--- config.mk ---
export PLATFORM = sky130hd
export DESIGN_NAME = evt_stamp_top
export DESIGN_NICKNAME = d
export VERILOG_FILES = /design/src/rtl/evt_stamp_pkg.sv /design/src/rtl/evt_stamp_tick.sv /design/src/rtl/evt_stamp_slice.sv /design/src/rtl/evt_stamp_fifo.sv /design/src/rtl/evt_stamp_top.sv
export SDC_FILE = /design/constraint.sdc
export NUM_CORES = 2
export LEC_CHECK = 0
export BUFFER_PORTS_ARGS = -buffer_cell sky130_fd_sc_hd__buf_2
export CORE_MARGIN = 2
export CORE_UTILIZATION = 64
export CTS_CLUSTER_DIAMETER = 60
export DETAILED_ROUTE_END_ITERATION = 6
export PLACE_DENSITY_LB_ADDON = 0.08
export RECOVER_POWER = 25
export SYNTH_ARGS = -nofsm -noshare
export SYNTH_HDL_FRONTEND = slang
export SYNTH_SLANG_ARGS = --single-unit
--- constraint.sdc ---
create_clock -name clk -period 37 [get_ports clk]
set_clock_uncertainty 0.05 [all_clocks]
set_input_delay 7.4 -clock clk [delete_from_list [all_inputs] [get_ports clk]]
set_output_delay 7.4 -clock clk [all_outputs]
set_load 0.1 [all_outputs]
--- src/rtl/evt_stamp_pkg.sv ---
package evt_stamp_pkg;
    localparam int SLICE_W = 32;
    localparam int ADDR_W  = 12;

    localparam logic [ADDR_W-1:0] OFS_CTRL = 12'h000;
    localparam logic [ADDR_W-1:0] OFS_TSH  = 12'h004;
    localparam logic [ADDR_W-1:0] OFS_TSL  = 12'h008;
    localparam logic [ADDR_W-1:0] OFS_SRC  = 12'h00C;
    localparam logic [ADDR_W-1:0] OFS_CUR  = 12'h010;
    localparam logic [ADDR_W-1:0] OFS_PREV = 12'h014;
    localparam logic [ADDR_W-1:0] OFS_CMD  = 12'h01C;
    localparam logic [ADDR_W-1:0] OFS_STAT = 12'h020;
    localparam logic [ADDR_W-1:0] OFS_EN0  = 12'h040;
    localparam int EN_STRIDE_LG = 5;

    typedef struct packed {
        logic [63:0]        stamp;
        logic [7:0]         slice;
        logic [SLICE_W-1:0] prev;
        logic [SLICE_W-1:0] cur;
    } evt_entry_t;
endpackage

--- src/rtl/evt_stamp_tick.sv ---
module evt_stamp_tick #(
    parameter int TICK_DIV = 4
) (
    input  logic        clk,
    input  logic        rst_n,
    output logic [63:0] stamp_o
);
    localparam int DIV_W = (TICK_DIV > 1) ? $clog2(TICK_DIV) : 1;

    typedef struct packed {
        logic [DIV_W-1:0] div;
        logic [63:0]      stamp;
    } tick_st_t;

    tick_st_t tick_d, tick_q;

    always_comb begin
        tick_d = tick_q;
        if (tick_q.div == DIV_W'(TICK_DIV - 1)) begin
            tick_d.div   = '0;
            tick_d.stamp = tick_q.stamp + 64'd1;
        end else begin
            tick_d.div = tick_q.div + DIV_W'(1);
        end
    end

    always_ff @(posedge clk or negedge rst_n) begin
        if (!rst_n) tick_q <= '0;
        else        tick_q <= tick_d;
    end

    assign stamp_o = tick_q.stamp;
endmodule

--- src/rtl/evt_stamp_slice.sv ---
module evt_stamp_slice
    import evt_stamp_pkg::*;
(
    input  logic               clk,
    input  logic               rst_n,
    input  logic [SLICE_W-1:0] lines_i,
    input  logic [SLICE_W-1:0] en_mask,
    input  logic               run,
    input  logic               grant,
    output logic               req,
    output logic [SLICE_W-1:0] prev_o,
    output logic [SLICE_W-1:0] next_o
);
    typedef struct packed {
        logic [SLICE_W-1:0] last;
    } slice_st_t;

    slice_st_t sl_d, sl_q;

    always_comb begin
        sl_d   = sl_q;
        prev_o = sl_q.last;
        next_o = (sl_q.last & ~en_mask) | (lines_i & en_mask);
        req    = run && (|((lines_i ^ sl_q.last) & en_mask));
        if (!run)       sl_d.last = lines_i;
        else if (grant) sl_d.last = next_o;
    end

    always_ff @(posedge clk or negedge rst_n) begin
        if (!rst_n) sl_q <= '0;
        else        sl_q <= sl_d;
    end
endmodule

--- src/rtl/evt_stamp_fifo.sv ---
module evt_stamp_fifo
    import evt_stamp_pkg::*;
#(
    parameter int DEPTH = 8,
    localparam int PTR_W = (DEPTH > 1) ? $clog2(DEPTH) : 1,
    localparam int CNT_W = $clog2(DEPTH + 1)
) (
    input  logic             clk,
    input  logic             rst_n,
    input  logic             push,
    input  evt_entry_t       entry_i,
    input  logic             pop,
    output evt_entry_t       head_o,
    output logic [CNT_W-1:0] count_o,
    output logic             drop_o
);
    typedef struct packed {
        logic [PTR_W-1:0] rd;
        logic [PTR_W-1:0] wr;
        logic [CNT_W-1:0] cnt;
    } fifo_st_t;

    fifo_st_t   ff_d, ff_q;
    evt_entry_t mem [DEPTH];
    logic       push_ok, pop_ok;

    function automatic logic [PTR_W-1:0] bump(input logic [PTR_W-1:0] p);
        return (p == PTR_W'(DEPTH - 1)) ? '0 : p + PTR_W'(1);
    endfunction

    always_comb begin
        ff_d    = ff_q;
        pop_ok  = pop && (ff_q.cnt != '0);
        push_ok = push && (ff_q.cnt != CNT_W'(DEPTH));
        drop_o  = push && (ff_q.cnt == CNT_W'(DEPTH));
        if (pop_ok)  ff_d.rd = bump(ff_q.rd);
        if (push_ok) ff_d.wr = bump(ff_q.wr);
        ff_d.cnt = ff_q.cnt + CNT_W'(push_ok) - CNT_W'(pop_ok);
        head_o   = (ff_q.cnt == '0) ? '0 : mem[ff_q.rd];
        count_o  = ff_q.cnt;
    end

    always_ff @(posedge clk or negedge rst_n) begin
        if (!rst_n) ff_q <= '0;
        else        ff_q <= ff_d;
    end

    always_ff @(posedge clk) begin
        if (push_ok) mem[ff_q.wr] <= entry_i;
    end
endmodule

--- src/rtl/evt_stamp_top.sv ---
module evt_stamp_top
    import evt_stamp_pkg::*;
#(
    parameter int NUM_SLICES = 3,
    parameter int FIFO_DEPTH = 8,
    parameter int TICK_DIV   = 4
) (
    input  logic                          clk,
    input  logic                          rst_n,
    input  logic [NUM_SLICES*SLICE_W-1:0] lines_i,
    input  logic [ADDR_W-1:0]             bus_addr,
    input  logic                          bus_wen,
    input  logic [31:0]                   bus_wdata,
    output logic [31:0]                   bus_rdata,
    output logic                          irq_o
);
    localparam int SEL_W = (NUM_SLICES > 1) ? $clog2(NUM_SLICES) : 1;
    localparam int CNT_W = $clog2(FIFO_DEPTH + 1);

    typedef struct packed {
        logic                                 run;
        logic                                 ien;
        logic [7:0]                           thr;
        logic                                 ovf;
        logic [NUM_SLICES-1:0][SLICE_W-1:0]   en;
    } regs_st_t;

    regs_st_t          regs_d, regs_q;
    logic [63:0]       stamp;
    logic [NUM_SLICES-1:0] req, grant;
    logic [SLICE_W-1:0] prev_arr [NUM_SLICES];
    logic [SLICE_W-1:0] next_arr [NUM_SLICES];
    logic [SEL_W-1:0]  gsel;
    logic              push_try, pop_cmd, fifo_drop;
    evt_entry_t        push_entry, head;
    logic [CNT_W-1:0]  occ;

    function automatic logic [ADDR_W-1:0] en_addr(input int s);
        return OFS_EN0 + ADDR_W'(s << EN_STRIDE_LG);
    endfunction

    evt_stamp_tick #(.TICK_DIV(TICK_DIV)) u_tick (
        .clk(clk), .rst_n(rst_n), .stamp_o(stamp)
    );

    for (genvar s = 0; s < NUM_SLICES; s++) begin : g_slice
        evt_stamp_slice u_slice (
            .clk(clk), .rst_n(rst_n),
            .lines_i(lines_i[s*SLICE_W +: SLICE_W]),
            .en_mask(regs_q.en[s]),
            .run(regs_q.run),
            .grant(grant[s]),
            .req(req[s]),
            .prev_o(prev_arr[s]),
            .next_o(next_arr[s])
        );
    end

    // lowest-numbered requesting slice wins the single push slot
    always_comb begin
        gsel     = '0;
        push_try = 1'b0;
        for (int s = NUM_SLICES - 1; s >= 0; s--) begin
            if (req[s]) begin
                gsel     = SEL_W'(s);
                push_try = 1'b1;
            end
        end
        grant            = push_try ? (NUM_SLICES'(1) << gsel) : '0;
        push_entry.stamp = stamp;
        push_entry.slice = 8'(gsel);
        push_entry.prev  = prev_arr[gsel];
        push_entry.cur   = next_arr[gsel];
    end

    assign pop_cmd = bus_wen && (bus_addr == OFS_CMD) && bus_wdata[0];

    evt_stamp_fifo #(.DEPTH(FIFO_DEPTH)) u_fifo (
        .clk(clk), .rst_n(rst_n),
        .push(push_try), .entry_i(push_entry),
        .pop(pop_cmd), .head_o(head),
        .count_o(occ), .drop_o(fifo_drop)
    );

    always_comb begin
        regs_d = regs_q;
        if (bus_wen && bus_addr == OFS_CTRL) begin
            regs_d.run = bus_wdata[0];
            regs_d.ien = bus_wdata[1];
            regs_d.thr = bus_wdata[15:8];
        end
        for (int s = 0; s < NUM_SLICES; s++) begin
            if (bus_wen && bus_addr == en_addr(s)) regs_d.en[s] = bus_wdata;
        end
        regs_d.ovf = (regs_q.ovf && !(bus_wen && bus_addr == OFS_STAT && bus_wdata[0]))
                     || fifo_drop;
    end

    always_ff @(posedge clk or negedge rst_n) begin
        if (!rst_n) regs_q <= '0;
        else        regs_q <= regs_d;
    end

    always_comb begin
        bus_rdata = '0;
        case (bus_addr)
            OFS_CTRL: bus_rdata = {16'h0, regs_q.thr, 6'h0, regs_q.ien, regs_q.run};
            OFS_TSH:  bus_rdata = head.stamp[63:32];
            OFS_TSL:  bus_rdata = head.stamp[31:0];
            OFS_SRC:  bus_rdata = {8'h0, head.slice, 16'h0};
            OFS_CUR:  bus_rdata = head.cur;
            OFS_PREV: bus_rdata = head.prev;
            OFS_STAT: bus_rdata = {16'h0, 8'(occ), 7'h0, regs_q.ovf};
            default: begin
                for (int s = 0; s < NUM_SLICES; s++) begin
                    if (bus_addr == en_addr(s)) bus_rdata = regs_q.en[s];
                end
            end
        endcase
    end

    assign irq_o = regs_q.run && regs_q.ien && (32'(occ) >= 32'(regs_q.thr));
endmodule

Word-level counts from Yosys, hierarchy flattened

Memory sizes are Yosys's and may differ from the RTL's.
Cells that the tools add are included.
Widths: inputs -> output; s select.

Add/sub/neg operators: 6
Magnitude comparators: 2
Equality and inequality tests: 18
Shifts and indexed selects: 1
Mux-type cells: 29
Bitwise operators: 19
Reductions and logical operators: 25

Operator list:

| operator              | number |
|---|---|
| $mux 32               | 13 |
| $and 32x32->32        | 9 |
| $pmux 32 s7           | 1 |
| $mux 136              | 1 |
| $bmux 32 s2           | 2 |
| $not 32->32           | 3 |
| $or 32x32->32         | 3 |
| $reduce_or 32->1      | 3 |
| $xor 32x32->32        | 3 |
| $add 64x1->64 const B | 1 |
| $eq 12x5->1 const B   | 3 |
| $eq 12x4->1 const B   | 2 |
| $eq 12x7->1 const B   | 2 |
| $logic_and 1x1->1     | 17 |
| $eq 12x3->1 const B   | 1 |
| $eq 12x6->1 const B   | 1 |
| $eq 12x8->1 const B   | 1 |
| $logic_not 12->1      | 1 |
| $mux 3                | 3 |
| $ge 4x8->1            | 1 |
| $mux 2                | 4 |
| $add 3x1->3 const B   | 2 |
| $eq 3x3->1 const B    | 2 |
| $ne 2x1->1 const B    | 3 |
| 14 further kinds      | 18 |

Bits in registers: 279
RAM bits: 1,040
Logic and storage cells: 116
Memories: 1

Memory list:

| memory     | depth | width | rd ports | clocked after memory_dff | wr ports | line                 | RTL |
|---|---|---|---|---|---|---|---|
| u_fifo.mem | 8     | 130   | 1        | 0                        | 1        | evt_stamp_fifo.sv:24 | `evt_entry_t mem [DEPTH];` |

Longest topological paths before layout

Word-level depth: 11
Mapped depth: 12
Depth with buffers taken out: 11

Modules after synthesis

From an unflattened synthesis, not the netlist that was laid out.

Cells, all modules: 3,390
Area total of the unflattened synthesis: 59,234.3 um^2

Modules (own cells, without submodules):

| module          | instances | cells each | area each (um^2) | sequential area each (um^2) |
|---|---|---|---|---|
| evt_stamp_fifo  | 1         | 1,653      | 41,198.3         | 32,921.6 |
| evt_stamp_top   | 1         | 724        | 7,611.0          | 2,677.6 |
| evt_stamp_slice | 3         | 219        | 2,254.7          | 800.8 |
| evt_stamp_tick  | 1         | 356        | 3,661.0          | 1,651.6 |

Least setup slack after synthesis

No wires, ideal clock.

Path kind: input to register
From: input lines_i[37]
To: memory u_fifo.mem[2][0] in the netlist's numbering (enable)
Setup time: 941 ps
Arrival time: 20,804 ps
Setup slack: 15,205 ps
Cell stages on the path: 9
Cell sequence: xor2_1 a22oi_1 nand4_1 nor4_4 and2_0 buf_2 a21oi_1 buf_2 nor4bb_1

Cells in the longest elaborated chain, start to end: 9

RTL lines:

| item                         | line                  | RTL |
|---|---|---|
| start: declaration           | evt_stamp_top.sv:10   | `input logic [NUM_SLICES*SLICE_W-1:0] lines_i,` |
| $xor 32x32->32               | evt_stamp_slice.sv:24 | `req = run && (\|((lines_i ^ sl_q.last) & en_mask));` |
| $and 32x32->32               | evt_stamp_slice.sv:24 |  |
| $reduce_or 32->1             | evt_stamp_slice.sv:24 |  |
| $logic_and 1x1->1            | evt_stamp_slice.sv:24 |  |
| $mux 1 (2 in a row)          | evt_stamp_top.sv:64   | `if (req[s]) begin` |
| $logic_and 1x1->1            | evt_stamp_fifo.sv:34  | `push_ok = push && (ff_q.cnt != CNT_W'(DEPTH));` |
| via u_fifo.push_ok           | evt_stamp_fifo.sv:25  | `logic push_ok, pop_ok;` |
| $mux 1                       | evt_stamp_fifo.sv:49  | `if (push_ok) mem[ff_q.wr] <= entry_i;` |
| $mux 1 (implied by the code) | evt_stamp_fifo.sv:49  |  |
| end: declaration             | evt_stamp_fifo.sv:24  |  |

The timed path passes the listed nets, and every way through them passes these cells.

Final worst setup path

From: input bus_addr[11]
To: output bus_rdata[1]

Cells in the longest elaborated chain, start to end: 5
Elaborated cells on any way between the ends: 14
Those cells by class: eq/ne: 9; mux: 4; reduce/logical: 1

RTL lines:

| item                 | line                 | RTL |
|---|---|---|
| start: declaration   | evt_stamp_top.sv:11  | `input logic [ADDR_W-1:0] bus_addr,` |
| $eq 12x7->1          | evt_stamp_top.sv:116 | `if (bus_addr == en_addr(s)) bus_rdata = regs_q.en[s];` |
| $mux 32 (3 in a row) | evt_stamp_top.sv:116 |  |
| $pmux 32 s7 (*)      | evt_stamp_top.sv:106 | `case (bus_addr)` |
| end: declaration     | evt_stamp_top.sv:14  | `output logic [31:0] bus_rdata,` |

Every way passes the cells marked *; elsewhere a longest branch is shown, timed or not.

==> metrics.txt <==
Clock transition at path regs 0.06 ns; GRT Total Usage 35.3%; hpwl dp 97,700 um; RSZ-0062 raised after global routing no; most common cell after layout, fill and taps aside edfxtp_1; antenna violations before repair 7; warnings from Yosys 0; Layout Cells excl Fill 4,534; WP buf/inv 3; Hold Path Class flip-flop to flip-flop; Iter 0 DRT Violations 4,443; PortBufs 175; Pwr Density 49.4 nW/um^2; clock root buffer clkbuf_16; Post-synth EDFFs 1,040; ys async rst share between 20% and 30%; Layout area overhead 11.8%; DIE HEIGHT 298 um; detailed-route DRC error count 4; Core ar. 85,500 sq um; Clock Path Buffers 3; final setup fails 0; layout cells sized above 1 28.0%; internal power component 2.43 mW; hold buffer count at cts 0; GRT overflow 0; Net Sw Power 0.632 mW; CP top delay family simple AND/OR/NAND/NOR gates; drt via density 6.99; final worst path period share 49.0%; CP max stage delay 0.81 ns; Syn Inst Count 3,078; Post-Place Cells ~4,300; Worst setup EP type output port; DRT Pass-1 Iters 7; Startpoint Class input port; DR vias 31,700; Mapped Area between 50,000 and 60,000 sq um; r2r worst-path depth 10; FMAX between 50 and 60 MHz; reported max-cap violation count 2; status complete, but fails checks; Worst Hold End u_tick.tick_q[64]; Setup CP Type input port to output port; worst reg-to-reg setup slack 31.86 ns; first-pass GRT wire length 223,000 um; CP Cell Sequence buf_2, or4_1, nor3_2, nand2_1, nor3b_4, buf_4, a222oi_1, nand3_1, buf_2; DRT Wirelength 155,000 um; Clock Latency Late Sink 0.75 ns; VDD IR max 0.0502 mV; Worst Path Max Fanout 18; clk sinks 1,319; fin. max-slew vios 125; Syn Nets 3,238; Seq/Total Area, Yosys 68.9%; final hold viol count 0; Leak Pwr 21.7 nW; final hold slack 0.387 ns; r2r startpoint g_slice[1].u_slice.prev_o[17]; clock power share 44.7%; CP Data Arrival Time 10.68 ns; cell taking the most area after synthesis edfxtp_1; share of total power in combinational logic 2.8%; Die Wd 298 um; Slew @ Worst Pin 6.82 ns; # resized after CTS 0; FF-to-FF End u_fifo.mem[0][34]; number of synthesized register bits approximately 1,300; GPL Wtd Cong 0.964; fin crit period 18.13 ns; post-route ant nets 0; CTS tree built; Slew HR -355%; Avg Inst Size Synth approximately 18 sq um; Yosys top cell area share between 50 and 60%; Initial Utilization 64.8%; total CTS buffers between 100 and 150; hold path depth 1; vias in the first global route 31,400; Critical Path RT about 30 ns; Post CTS Setup Buffer Count 0; # rows between 100 and 150; fin nets 3,437; failing checks DRC, capacitance limit, slew limit; Top cell by count, worst path buf_2; largest net degree at the start of global routing 112; H-Tree Depth 4; Die ar. 89,100 sq um; hold_sp u_tick.tick_q[64]; post-route setup TNS 0 ns; Slowest-stage cell, CP nor3b_4; register share of total power 52.5%; Yosys cell types between 50 and 60; main flop type after synthesis edfxtp_1; Wirelength per Cell 34.3 um; switching portion of total power about a fifth; I/O pins roughly 180; top post-synthesis cells by area edfxtp_1 56%, dfrtp_1 13%, mux4_2 11%; commonest cells after routing, fill and taps aside 1,040 x edfxtp_1, 276 x dfrtp_1, 260 x mux4_2
synthesized netlist by cell type, types with 4 or more instances:
cell	n
a21oi_1	71
a222oi_1	12
a22o_1	5
a22oi_1	72
and2_1	6
and3_1	16
and4_1	10
buf_1	25
buf_2	36
buf_4	6
buf_6	10
clkbuf_1	88
dfrtp_1	279
edfxtp_1	1040
ha_1	16
inv_1	16
mux2_1	16
mux2_2	229
mux2i_1	185
mux4_2	260
nand2_1	108
nand2b_1	4
nand3_1	49
nand4_1	31
nor2_1	29
nor3_1	8
nor4_1	6
o21a_1	32
o21ai_0	91
o21ai_1	6
o221ai_1	30
o22ai_1	60
o32a_1	32
xnor2_1	48
xor2_1	113
metrics by stage:
step | area, sq um | setup slack [ns] | utilization [%] | power, mW
5_1_grt | 62000 | 18.81 | 72.5 | 3.14
6_report | 62000 | 18.87 | 72.5 | 3.06
2_1_floorplan | 55500 | 15.21 | - | 1.67
4_1_cts | 62100 | 18.95 | 72.6 | 3.07
3_3_place_gp | 57600 | 18.94 | 67.3 | 1.72
3_5_place_dp | 57600 | 18.95 | 67.3 | 1.72
layout make-up:
| class | count | area [sq um] |
|---|---|---|
| diodes | 3 | 7.51 |
| clock buffers | 196 | 3970 |
| clock inverters | 51 | 533 |
| fillers | 5127 | 23500 |
| inverters | 16 | 60.1 |
| multi-input cells | 1577 | 16500 |
| flip-flops and latches | 1319 | 38200 |
| well taps | 1144 | 1430 |
| repair buffers | 228 | 1310 |
kinds of logic (layout without fill, tap and decap cells):
logic type / after synthesis / in the layout / synth area share (%)
and+or+nand+nor: 288 / 288 / 2.69
buffers and inverters: 182 / 491 / 1.49
adders and majority gates: 17 / 17 / 0.397
AOI/OAI and AO/OA: 421 / 421 / 5.14
xor gates and xnor gates: 161 / 161 / 2.54
muxes: 690 / 690 / 18.9
other: 0 / 3 / 0
DFF: 1319 / 1319 / 68.9
flip-flops by register name, indices dropped and copies added (netlist names):
register,cells
regs_q,107
u_tick.tick_q,2
u_fifo.count_o,4
u_tick.stamp_o,64
g_slice.u_slice.prev_o,96
u_fifo.mem,1040
u_fifo.ff_q,6
power groups by stage:
| stage | logic (mW) | registers [mW] | clock network [mW] |
|---|---|---|---|
| 3_5_place_dp | 0.0833 | 1.64 | 0 |
| 3_3_place_gp | 0.0808 | 1.64 | 0 |
| 4_1_cts | 0.0837 | 1.61 | 1.38 |
| 2_1_floorplan | 0.0401 | 1.63 | 0 |
| 6_report | 0.0860 | 1.61 | 1.37 |
| 5_1_grt | 0.0906 | 1.61 | 1.44 |
worst reg2reg max path, stage by stage (launching register included):
cell and delay [ns]:
dfrtp_1 0.41, xor2_1 0.56, a22oi_1 0.19, nand4_1 0.22, nor4_4 0.12, and2_1 0.23, a21oi_1 0.24, buf_4 0.27
and3b_4 0.76, buf_4 0.76, buf_4 0.87
worst max path at each step:
stage | from | slack (ns) | cells past startpoint | to
floorplan | lines_i[37] | 15.21 | 9 | u_fifo.mem[2][0]
global placement | bus_addr[11] | 18.94 | 9 | bus_rdata[1]
detailed placement | bus_addr[11] | 18.95 | 9 | bus_rdata[1]
CTS | bus_addr[11] | 18.95 | 9 | bus_rdata[1]
global route | bus_addr[11] | 18.81 | 9 | bus_rdata[1]
finish | bus_addr[11] | 18.87 | 9 | bus_rdata[1]
layer usage:
| metal | vias up | global-route usage [%] | share of wire, % | wire length, um |
|---|---|---|---|---|
| met1 | 16600 | 51.9 | 40 | 61500 |
| met2 | 1845 | 51.7 | 45 | 70200 |
| li1 | 12900 | - | - | - |
| met3 | 324 | 8.97 | 11 | 17300 |
| met4 | 4 | 13.8 | 4.1 | 6370 |
| met5 | - | 0 | 0.020 | 31 |
(Power assumes the default switching activity.)
